**src/rtl/dram_rfsh_pkg.sv**
```systemverilog
package dram_rfsh_pkg;

  typedef enum logic [2:0] {
    ST_PAUSE,
    ST_IDLE,
    ST_CSR,
    ST_RASLO,
    ST_PRECH
  } rf_state_e;

  // nanoseconds to whole clock cycles, rounded up, never below one
  function automatic int ns_to_cyc_up(input int ns, input int per);
    int c;
    c = (ns + per - 1) / per;
    return (c < 1) ? 1 : c;
  endfunction

  function automatic int imax(input int a, input int b);
    return (a > b) ? a : b;
  endfunction

endpackage

```
**src/rtl/rfsh_pace_timer.sv**
```systemverilog
module rfsh_pace_timer #(
  parameter int PERIOD = 1950
) (
  input  logic clk,
  input  logic rst,
  input  logic en,
  output logic tick
);
  localparam int CW = $clog2(PERIOD + 1);

  logic [CW-1:0] cnt;

  always_ff @(posedge clk) begin
    if (rst || !en) begin
      cnt  <= CW'(PERIOD - 1);
      tick <= 1'b0;
    end else if (cnt == '0) begin
      cnt  <= CW'(PERIOD - 1);
      tick <= 1'b1;
    end else begin
      cnt  <= cnt - 1'b1;
      tick <= 1'b0;
    end
  end

  generate
    if (PERIOD > 1) begin : g_gap_chk
      // ticks are single-cycle pulses spaced by the interval
      assert_tick_gap_R7: assert property (@(posedge clk) disable iff (rst)
        tick |=> !tick);
    end
  endgenerate

endmodule

```
**src/rtl/rfsh_owed_ctr.sv**
```systemverilog
module rfsh_owed_ctr #(
  parameter int MAX_OWED = 8
) (
  input  logic clk,
  input  logic rst,
  input  logic inc,
  input  logic dec,
  output logic owed_nz,
  output logic full
);
  localparam int OW = $clog2(MAX_OWED + 1);

  logic [OW-1:0] cnt, cnt_nx;

  always_comb begin
    cnt_nx = cnt;
    if (inc && dec)                            cnt_nx = cnt;
    else if (inc && (cnt != OW'(MAX_OWED)))    cnt_nx = cnt + 1'b1;
    else if (dec && (cnt != '0))               cnt_nx = cnt - 1'b1;
  end

  always_ff @(posedge clk) begin
    if (rst) begin
      cnt  <= '0;
      full <= 1'b0;
    end else begin
      cnt  <= cnt_nx;
      full <= (cnt_nx == OW'(MAX_OWED));
    end
  end

  assign owed_nz = (cnt != '0);

  // a tick into a full counter with nothing retired keeps it full
  assert_saturate_R9: assert property (@(posedge clk) disable iff (rst)
    (cnt == OW'(MAX_OWED) && inc && !dec) |=> (cnt == OW'(MAX_OWED)));

  assert_urgent_full_R9: assert property (@(posedge clk) disable iff (rst)
    $rose(full) |-> (cnt == OW'(MAX_OWED)));

endmodule

```
**src/rtl/rfsh_cbr_seq.sv**
```systemverilog
module rfsh_cbr_seq
  import dram_rfsh_pkg::*;
#(
  parameter int PAUSE_C   = 25000,
  parameter int N_CSR     = 2,
  parameter int N_RAS     = 7,
  parameter int N_RP      = 4,
  parameter int INIT_N    = 8,
  parameter int CAS_LANES = 2
) (
  input  logic                 clk,
  input  logic                 rst,
  input  logic                 grant,
  input  logic                 owed_nz,
  output logic                 init_done,
  output logic                 req,
  output logic                 cyc_done,
  output logic                 ras_n,
  output logic [CAS_LANES-1:0] cas_n
);
  localparam int TMAX = imax(imax(PAUSE_C, N_CSR), imax(N_RAS, N_RP));
  localparam int TW   = $clog2(TMAX + 1);
  localparam int IW   = $clog2(INIT_N + 1);

  rf_state_e      st, st_nx;
  logic [TW-1:0]  tmr, tmr_nx;
  logic [IW-1:0]  init_cnt;
  logic           start, pending;

  assign pending  = init_done ? owed_nz : (init_cnt < IW'(INIT_N));
  assign start    = (st == ST_IDLE) && req && grant;
  assign cyc_done = (st == ST_PRECH) && (tmr == '0);

  always_comb begin
    st_nx  = st;
    tmr_nx = (tmr == '0) ? '0 : tmr - 1'b1;
    unique case (st)
      ST_PAUSE: if (tmr == '0) st_nx = ST_IDLE;
      ST_IDLE:  if (start) begin
                  st_nx  = ST_CSR;
                  tmr_nx = TW'(N_CSR - 1);
                end
      ST_CSR:   if (tmr == '0) begin
                  st_nx  = ST_RASLO;
                  tmr_nx = TW'(N_RAS - 1);
                end
      ST_RASLO: if (tmr == '0) begin
                  st_nx  = ST_PRECH;
                  tmr_nx = TW'(N_RP - 1);
                end
      ST_PRECH: if (tmr == '0) st_nx = ST_IDLE;
      default:  st_nx = ST_IDLE;
    endcase
  end

  always_ff @(posedge clk) begin
    if (rst) begin
      st        <= ST_PAUSE;
      tmr       <= TW'(PAUSE_C - 1);
      init_cnt  <= '0;
      init_done <= 1'b0;
      req       <= 1'b0;
      ras_n     <= 1'b1;
      cas_n     <= '1;
    end else begin
      st    <= st_nx;
      tmr   <= tmr_nx;
      req   <= (st == ST_IDLE) && !start && pending;
      ras_n <= !(st_nx == ST_RASLO);
      cas_n <= {CAS_LANES{!((st_nx == ST_CSR) || (st_nx == ST_RASLO))}};
      if (cyc_done && (init_cnt < IW'(INIT_N)))
        init_cnt <= init_cnt + 1'b1;
      init_done <= (init_cnt == IW'(INIT_N));
    end
  end

  assert_quiet_pause_R2: assert property (@(posedge clk) disable iff (rst)
    (st == ST_PAUSE) |-> (!req && ras_n && (cas_n == '1)));

  assert_cas_leads_ras_R4: assert property (@(posedge clk) disable iff (rst)
    $fell(ras_n) |-> ($past(cas_n) == '0));

  assert_cas_held_R4: assert property (@(posedge clk) disable iff (rst)
    !ras_n |-> (cas_n == '0));

  assert_init_count_R3: assert property (@(posedge clk) disable iff (rst)
    $rose(init_done) |-> (init_cnt == IW'(INIT_N)));

  assert_req_drop_R10: assert property (@(posedge clk) disable iff (rst)
    start |=> !req);

endmodule

```
**src/rtl/dram_refresh_ctrl.sv**
```systemverilog
module dram_refresh_ctrl
  import dram_rfsh_pkg::*;
#(
  parameter int CLK_NS      = 8,
  parameter int PAUSE_NS    = 200000,
  parameter int REFI_NS     = 15600,
  parameter int TCSR_NS     = 10,
  parameter int TCHR_NS     = 10,
  parameter int TRAS_NS     = 50,
  parameter int TRP_NS      = 30,
  parameter int TRPC_NS     = 5,
  parameter int INIT_N      = 8,
  parameter int BACKLOG_MAX = 8,
  parameter int CAS_LANES   = 2
) (
  input  logic                 clk,
  input  logic                 rst,
  input  logic                 ref_grant,
  output logic                 ref_req,
  output logic                 ref_urgent,
  output logic                 init_done,
  output logic                 ras_n,
  output logic [CAS_LANES-1:0] cas_n,
  output logic                 we_n,
  output logic                 oe_n,
  output logic                 dq_drive
);
  localparam int PAUSE_C = ns_to_cyc_up(PAUSE_NS, CLK_NS);
  localparam int REFI_C  = (REFI_NS / CLK_NS < 1) ? 1 : REFI_NS / CLK_NS;
  localparam int N_CSR   = ns_to_cyc_up(TCSR_NS, CLK_NS);
  localparam int N_RAS   = imax(ns_to_cyc_up(TRAS_NS, CLK_NS), ns_to_cyc_up(TCHR_NS, CLK_NS));
  localparam int N_RP    = imax(ns_to_cyc_up(TRP_NS, CLK_NS), ns_to_cyc_up(TRPC_NS, CLK_NS));

  logic tick, owed_nz, cyc_done;

  rfsh_pace_timer #(.PERIOD(REFI_C)) u_timer (
    .clk (clk),
    .rst (rst),
    .en  (init_done),
    .tick(tick)
  );

  rfsh_owed_ctr #(.MAX_OWED(BACKLOG_MAX)) u_owed (
    .clk    (clk),
    .rst    (rst),
    .inc    (tick),
    .dec    (cyc_done && init_done),
    .owed_nz(owed_nz),
    .full   (ref_urgent)
  );

  rfsh_cbr_seq #(
    .PAUSE_C  (PAUSE_C),
    .N_CSR    (N_CSR),
    .N_RAS    (N_RAS),
    .N_RP     (N_RP),
    .INIT_N   (INIT_N),
    .CAS_LANES(CAS_LANES)
  ) u_seq (
    .clk      (clk),
    .rst      (rst),
    .grant    (ref_grant),
    .owed_nz  (owed_nz),
    .init_done(init_done),
    .req      (ref_req),
    .cyc_done (cyc_done),
    .ras_n    (ras_n),
    .cas_n    (cas_n)
  );

  // refresh never reads or writes: keep the data path quiet
  assign we_n     = 1'b1;
  assign oe_n     = 1'b1;
  assign dq_drive = 1'b0;

endmodule

```
**config.mk**
```make
export PLATFORM = sky130hd
export DESIGN_NAME = dram_refresh_ctrl
export DESIGN_NICKNAME = d
export VERILOG_FILES = /design/src/rtl/dram_rfsh_pkg.sv /design/src/rtl/rfsh_pace_timer.sv /design/src/rtl/rfsh_owed_ctr.sv /design/src/rtl/rfsh_cbr_seq.sv /design/src/rtl/dram_refresh_ctrl.sv
export SDC_FILE = /design/constraint.sdc
export NUM_CORES = 1
export LEC_CHECK = 0
export BUFFER_PORTS_ARGS = -buffer_cell sky130_fd_sc_hd__buf_2
export CORE_MARGIN = 2
export CORE_UTILIZATION = 50
export CTS_CLUSTER_SIZE = 14
export DETAILED_ROUTE_END_ITERATION = 10
export GPL_TIMING_DRIVEN = 0
export PLACE_DENSITY = 0.67
export SYNTH_ARGS = -nofsm -noshare
export SYNTH_HDL_FRONTEND = slang
export SYNTH_SLANG_ARGS = --single-unit
```
**constraint.sdc**
```tcl
create_clock -name clk -period 2.35 [get_ports clk]
set_input_delay 0.1175 -clock clk [delete_from_list [all_inputs] [get_ports clk]]
set_output_delay 0.1175 -clock clk [all_outputs]
set_load 0.1 [all_outputs]
```
* Word level (Yosys, flattened, before mapping) *
Cells that the tools add are included.
W data, S select, Z words.

cells by class
  $add $sub $neg = 5
  $lt $le $gt $ge = 1
  equality and inequality tests = 9
  muxes and demuxes = 15
  reductions and logical operators = 22

operator list
  operator                 number
  $mux W15                 4
  $pmux W15 S3             1
  $logic_not A15 Y1        1
  $sub A15 B1 Y15 const B  1
  $eq A3 B2 Y1 const B     4
  $mux W3                  4
  $mux W4                  3
  $pmux W3 S4              1
  $logic_not A11 Y1        1
  $sub A11 B1 Y11 const B  1
  $logic_and A1 B1 Y1      10
  $add A4 B1 Y4 const B    2
  $eq A4 B4 Y1 const B     2
  $logic_not A1 Y1         4
  $lt A4 B4 Y1 const B     1
  $ne A4 B4 Y1 const B     1
  $reduce_bool A4 Y1       1
  $reduce_or A2 Y1         2
  $sub A4 B1 Y4 const B    1
  $eq A3 B1 Y1 const B     1
  $eq A3 B3 Y1 const B     1
  $logic_not A3 Y1         1
  $logic_or A1 B1 Y1       2
  $mux W1                  2

storage, ports and cells
  register bits after elaboration = 43
  input port bits = 3
  output and inout port bits = 9

* Logic depth before layout (Yosys ltp) *
  depth in word-level cells = 8
  depth in mapped cells = 9
  mapped depth without buffers = 8

* Hierarchy *
From an unflattened synthesis, not the netlist that was laid out.

second synthesis, totals
  cell total of the unflattened synthesis = 262
  area total of the unflattened synthesis = 2327.2 µm²

modules (own cells, without submodules)
  module             times used  cells each  area each (µm²)  seq. area each (µm²)
  rfsh_cbr_seq       1           137         1248.7           520.5
  rfsh_pace_timer    1           62          578.1            240.2
  rfsh_owed_ctr      1           57          464.2            100.1
  dram_refresh_ctrl  1           6           36.3             0.0

* Worst setup path before layout *
OpenSTA, ideal clock, no wires.

  kind = register -> register
  start = register u_seq.init_done
  end = register u_owed.full
  library setup time = 117 ps
  arrival time = 2112 ps
  required time = 2233 ps
  setup slack = 121 ps
  cell stages (with the launch flop) = 6
  cell sequence = dfxtp_1 > nand2_1 > o21ai_1 > o221ai_1 > o21ai_1 > and4bb_1

between the ends
  word-level cells in the longest chain between the ends = 6

RTL lines
  element                   RTL line                 text
  start: declaration        rfsh_cbr_seq.sv:15       output logic init_done,
  start signal: assignment  rfsh_cbr_seq.sv:73       init_done <= (init_cnt == IW'(INIT_N));
  $logic_and A1 B1 Y1 (*)   dram_refresh_ctrl.sv:47  .dec (cyc_done && init_done),
  $logic_and A1 B1 Y1       rfsh_owed_ctr.sv:19      else if (dec && (cnt != '0)) cnt_nx = cnt - 1'b1;
  $mux W4                   rfsh_owed_ctr.sv:19
  $mux W4                   rfsh_owed_ctr.sv:18      else if (inc && (cnt != OW'(MAX_OWED))) cnt_nx = cnt + 1'b1;
  $mux W4 (*)               rfsh_owed_ctr.sv:17      if (inc && dec) cnt_nx = cnt;
  $eq A4 B4 Y1 (*)          rfsh_owed_ctr.sv:28      full <= (cnt_nx == OW'(MAX_OWED));
  end signal: assignment    rfsh_owed_ctr.sv:28
  end: declaration          rfsh_owed_ctr.sv:9       output logic full

Mark *: on every way between the ends. The rest lies on a longest branch, timed or not.
A chain may end at the register's enable or synchronous reset.

* Final worst setup path *
  start = register u_seq.tmr[9]
  end = register u_owed.full

between the ends
  word-level cells in the longest chain between the ends = 8

RTL lines
  element                   RTL line                 text
  start: declaration        rfsh_cbr_seq.sv:26       logic [TW-1:0] tmr, tmr_nx;
  start signal: assignment  rfsh_cbr_seq.sv:59       tmr <= TW'(PAUSE_C - 1);
  start signal: assignment  rfsh_cbr_seq.sv:67       tmr <= tmr_nx;
  $logic_not A15 Y1 (*)     rfsh_cbr_seq.sv:32       assign cyc_done = (st == ST_PRECH) && (tmr == '0);
  $logic_and A1 B1 Y1 (*)   rfsh_cbr_seq.sv:32
  $logic_and A1 B1 Y1 (*)   dram_refresh_ctrl.sv:47
  $logic_and A1 B1 Y1       rfsh_owed_ctr.sv:19
  $mux W4                   rfsh_owed_ctr.sv:19
  $mux W4                   rfsh_owed_ctr.sv:18
  $mux W4 (*)               rfsh_owed_ctr.sv:17
  $eq A4 B4 Y1 (*)          rfsh_owed_ctr.sv:28

Marks and branches as above.

==> reports/metrics.cfg <==
[status]
status = completed

[power_and_ir_drop]
power.density_mw_per_mm2 = 560.2
worst_ir_drop_vdd_mv = 0.4531
p_sw_uw = 280.6
clock_power_share = 0.408
share_comb_of_total_power = 0.042
seq_power_share = 0.550
leakage_nw = 0.9340
swShare = 0.2094
intPower_mw = 1.059

[sta]
setup_viol = 0
rsz0062_at_grt = no
worstMarginPinSlew_ps = 541.3
slew_headroom = 0.6358
fin_crit_sh = 0.9319
maxSlewViolCount = 0
finalCriticalPeriod_ps = 2190
setup_tns_ps = 0
clock_skew_ps = 6.567
timing.final.hold_violations = 0
fmax_mhz = 456.6

[synth]
ys_seq_area_frac = 0.3959
ys_types = 60
syn_avg_cell_area_um2 = 8.949
synth_cells = 243
async_reset_ff_frac = 0
synth_seq_cells = 43
yosysWarnings = 0
synth_edf_count = 0
synthFlopType = dfxtp_1
syn-cell-area_mm2 = 0.002175

[cts]
root_buffer = clkbuf_8
h-tree-depth = 2
clock_sinks = 43
cts_buffers = 5
max-clock-path-buffers = 2
post_cts.repair.setup_buffers = 0
cts_hold_buf = 0
clkLatencyLatePin_ps = 290
clkSlewWorstSetupHoldPaths_ps = 80
cts_tree = built

[detailed_routing]
wl_um = 3989
drc = 0
drt_iter0_drc = 62
wl_per_cell_um = 12.91
vias_per_cell = 5.479
drtPass1Iterations = 4
num_vias = 1693
ant_nets = 0

[critical_path]
crit_chain = or4_4, and4b_1, buf_6, nand4_2, or2_0, o2111ai_1, and4bb_1
max_stage_delay_ps = 560
worstSetupStartpoint = u_seq.tmr[9]
start_kind = flop
r2r_start = u_seq.tmr[9]
worst-setup-path-type = flop to flop
crit_path_end_kind = flop
cp_max_fo = 9
cp.required_ps = 2530
slowest_stage = or4_4
cp.arrival_ps = 2370

[grt]
grt_pass1_vias = 1570
antenna_found_initial = 0
overflow = 0
grt_pass1_wl_um = 7017
grt_max_degree = 13
grt_usage = 0.1752

[layout]
layout.nets = 269
stdcell_area_mm2 = 0.002392
drive_above_1_share = 0.1313
area_delta_synth_final_pct = 10.01
fin_util = 0.5854
diodes = 0

[placed_design]
gp_congestion = 0.7848
hpwl_um = 2904
portBuffers = 8
postPlaceCellArea_mm2 = 0.002281

[die]
die_area_mm2 = 0.004893
die_h_um = 69.95
initial_core_util = 0.5321
row_count = 23
fp.dieW_um = 69.95
ios = 12
coreArea_mm2 = 0.004086

[job]
cap_violations = 0

[worst_hold_path]
min_from = rst
hold_class = primary input to flop

## power by group through the flow
| stage | Clock [mW] | Combinational, mW | Sequential, mW |
|---|---|---|---|
| final | 0.546 | 0.0569 | 0.737 |
| after global routing | 0.583 | 0.0614 | 0.738 |
| after floorplan | 0 | 0.0469 | 0.753 |
| after detailed placement | 0 | 0.0559 | 0.754 |
| after global placement | 0 | 0.0562 | 0.754 |
| after CTS | 0.561 | 0.0561 | 0.736 |
## final timing paths
check / end / slack, ps / cells after the start
worst max-delay path: u_owed.full / 160 / 7
worst min-delay path: u_timer.cnt[10] / 150 / 3
worst max register to register: u_owed.full / 160 / 7
worst min register to register: u_timer.cnt[0] / 400 / 1
## sequential cells by signal (all words and copies together) (netlist names)
signal           cells
u_seq.init_cnt       4
u_seq.st             3
u_seq.cas_n          1
u_timer.cnt         11
u_owed.full          1
u_seq.tmr           15
u_seq.ras_n          1
u_owed.cnt           4
u_seq.req            1
u_seq.init_done      1
u_timer.tick         1
## cells by family after synthesis
logic type,count (synthesis),synth area share
flops,43,0.3959
mux,2,0.009781
xor+xnor,17,0.06847
other cells,2,0.003454
simple gates,97,0.2721
compound gates,50,0.1531
fa+ha+maj,7,0.04027
buf+inv,25,0.05696
## Yosys cell counts (2+ instances only)
| cell type | instances | area share |
|---|---|---|
| a21oi_1 | 11 | 0.025 |
| and2_1 | 2 | 0.0058 |
| and3_1 | 6 | 0.017 |
| and4b_1 | 2 | 0.0092 |
| buf_4 | 4 | 0.014 |
| buf_6 | 2 | 0.010 |
| clkbuf_1 | 7 | 0.012 |
| conb_1 | 2 | 0.0035 |
| dfxtp_1 | 43 | 0.40 |
| ha_1 | 7 | 0.040 |
| inv_1 | 12 | 0.021 |
| nand2_1 | 16 | 0.028 |
| nand2b_1 | 2 | 0.0058 |
| nand3_1 | 11 | 0.025 |
| nand4b_1 | 2 | 0.0081 |
| nor2_1 | 20 | 0.035 |
| nor2b_1 | 4 | 0.012 |
| nor3_1 | 6 | 0.014 |
| nor3b_2 | 2 | 0.012 |
| nor4_1 | 4 | 0.012 |
| o2111ai_1 | 2 | 0.0081 |
| o21ai_0 | 15 | 0.035 |
| o21ai_1 | 3 | 0.0069 |
| o41ai_1 | 2 | 0.0081 |
| or2_2 | 2 | 0.0058 |
| or3_1 | 5 | 0.014 |
| xnor2_1 | 12 | 0.048 |
| xor2_1 | 5 | 0.020 |
## cell type report
class / instances / area [um2]
fill: 380 / 1694
multi-input combinational: 176 / 1202
sequential: 43 / 860.8
buffer: 13 / 78.83
clock buffer: 6 / 72.57
tap: 50 / 62.56
inverter: 12 / 45.04
timing repair buffer: 8 / 40.04
clock inverter: 1 / 30.03
## per-stage QoR
stage          instances  setup WS [ps]  hold WS [ps]  power, mW
2_1_floorplan        244          121.5         247.0     0.7998
3_3_place_gp         302          185.9         382.9     0.8098
3_5_place_dp         302          171.4         382.9     0.8096
4_1_cts              309          140.8         146.9      1.353
5_1_grt              309          22.68         178.5      1.382
6_report             309          160.1         150.3      1.340
## layer usage
metal  up-vias  global-route usage  share of wire
li1        888                   -              -
met1       782              0.2229           0.49
met2        18              0.2868           0.47
met3         5             0.04329          0.025
met4         0             0.06410          0.013
met5         -                   0              0
## critical path: cells and delay by family (launching register included)
kind,cells,cell delay [ps]
flip-flops,1,350
AND/OR/NAND/NOR,5,1450
buffers and inverters,1,140
AO/OA/AOI/OAI,1,130
## what timing repair did
item / CTS / global route
endpoints found under the setup margin: 0 / 1
endpoints found under the hold margin: 0 / 0
gates resized for setup: 0 / 1
## placed cells by master, fill, tap and decap left out, types with 5 or more instances in the layout
master    netlist  routed
a21oi_1        11      11
and3_1          6       6
buf_2           0       8
clkbuf_1        7       8
clkbuf_8        0       5
dfxtp_1        43      43
ha_1            7       7
inv_1          12      12
nand2_1        16      16
nand3_1        11      11
nor2_1         20      20
nor3_1          6       6
o21ai_0        15      15
or3_1           5       5
xnor2_1        12      12
xor2_1          5       5
No activity file was read; power rests on OpenSTA's default activity.
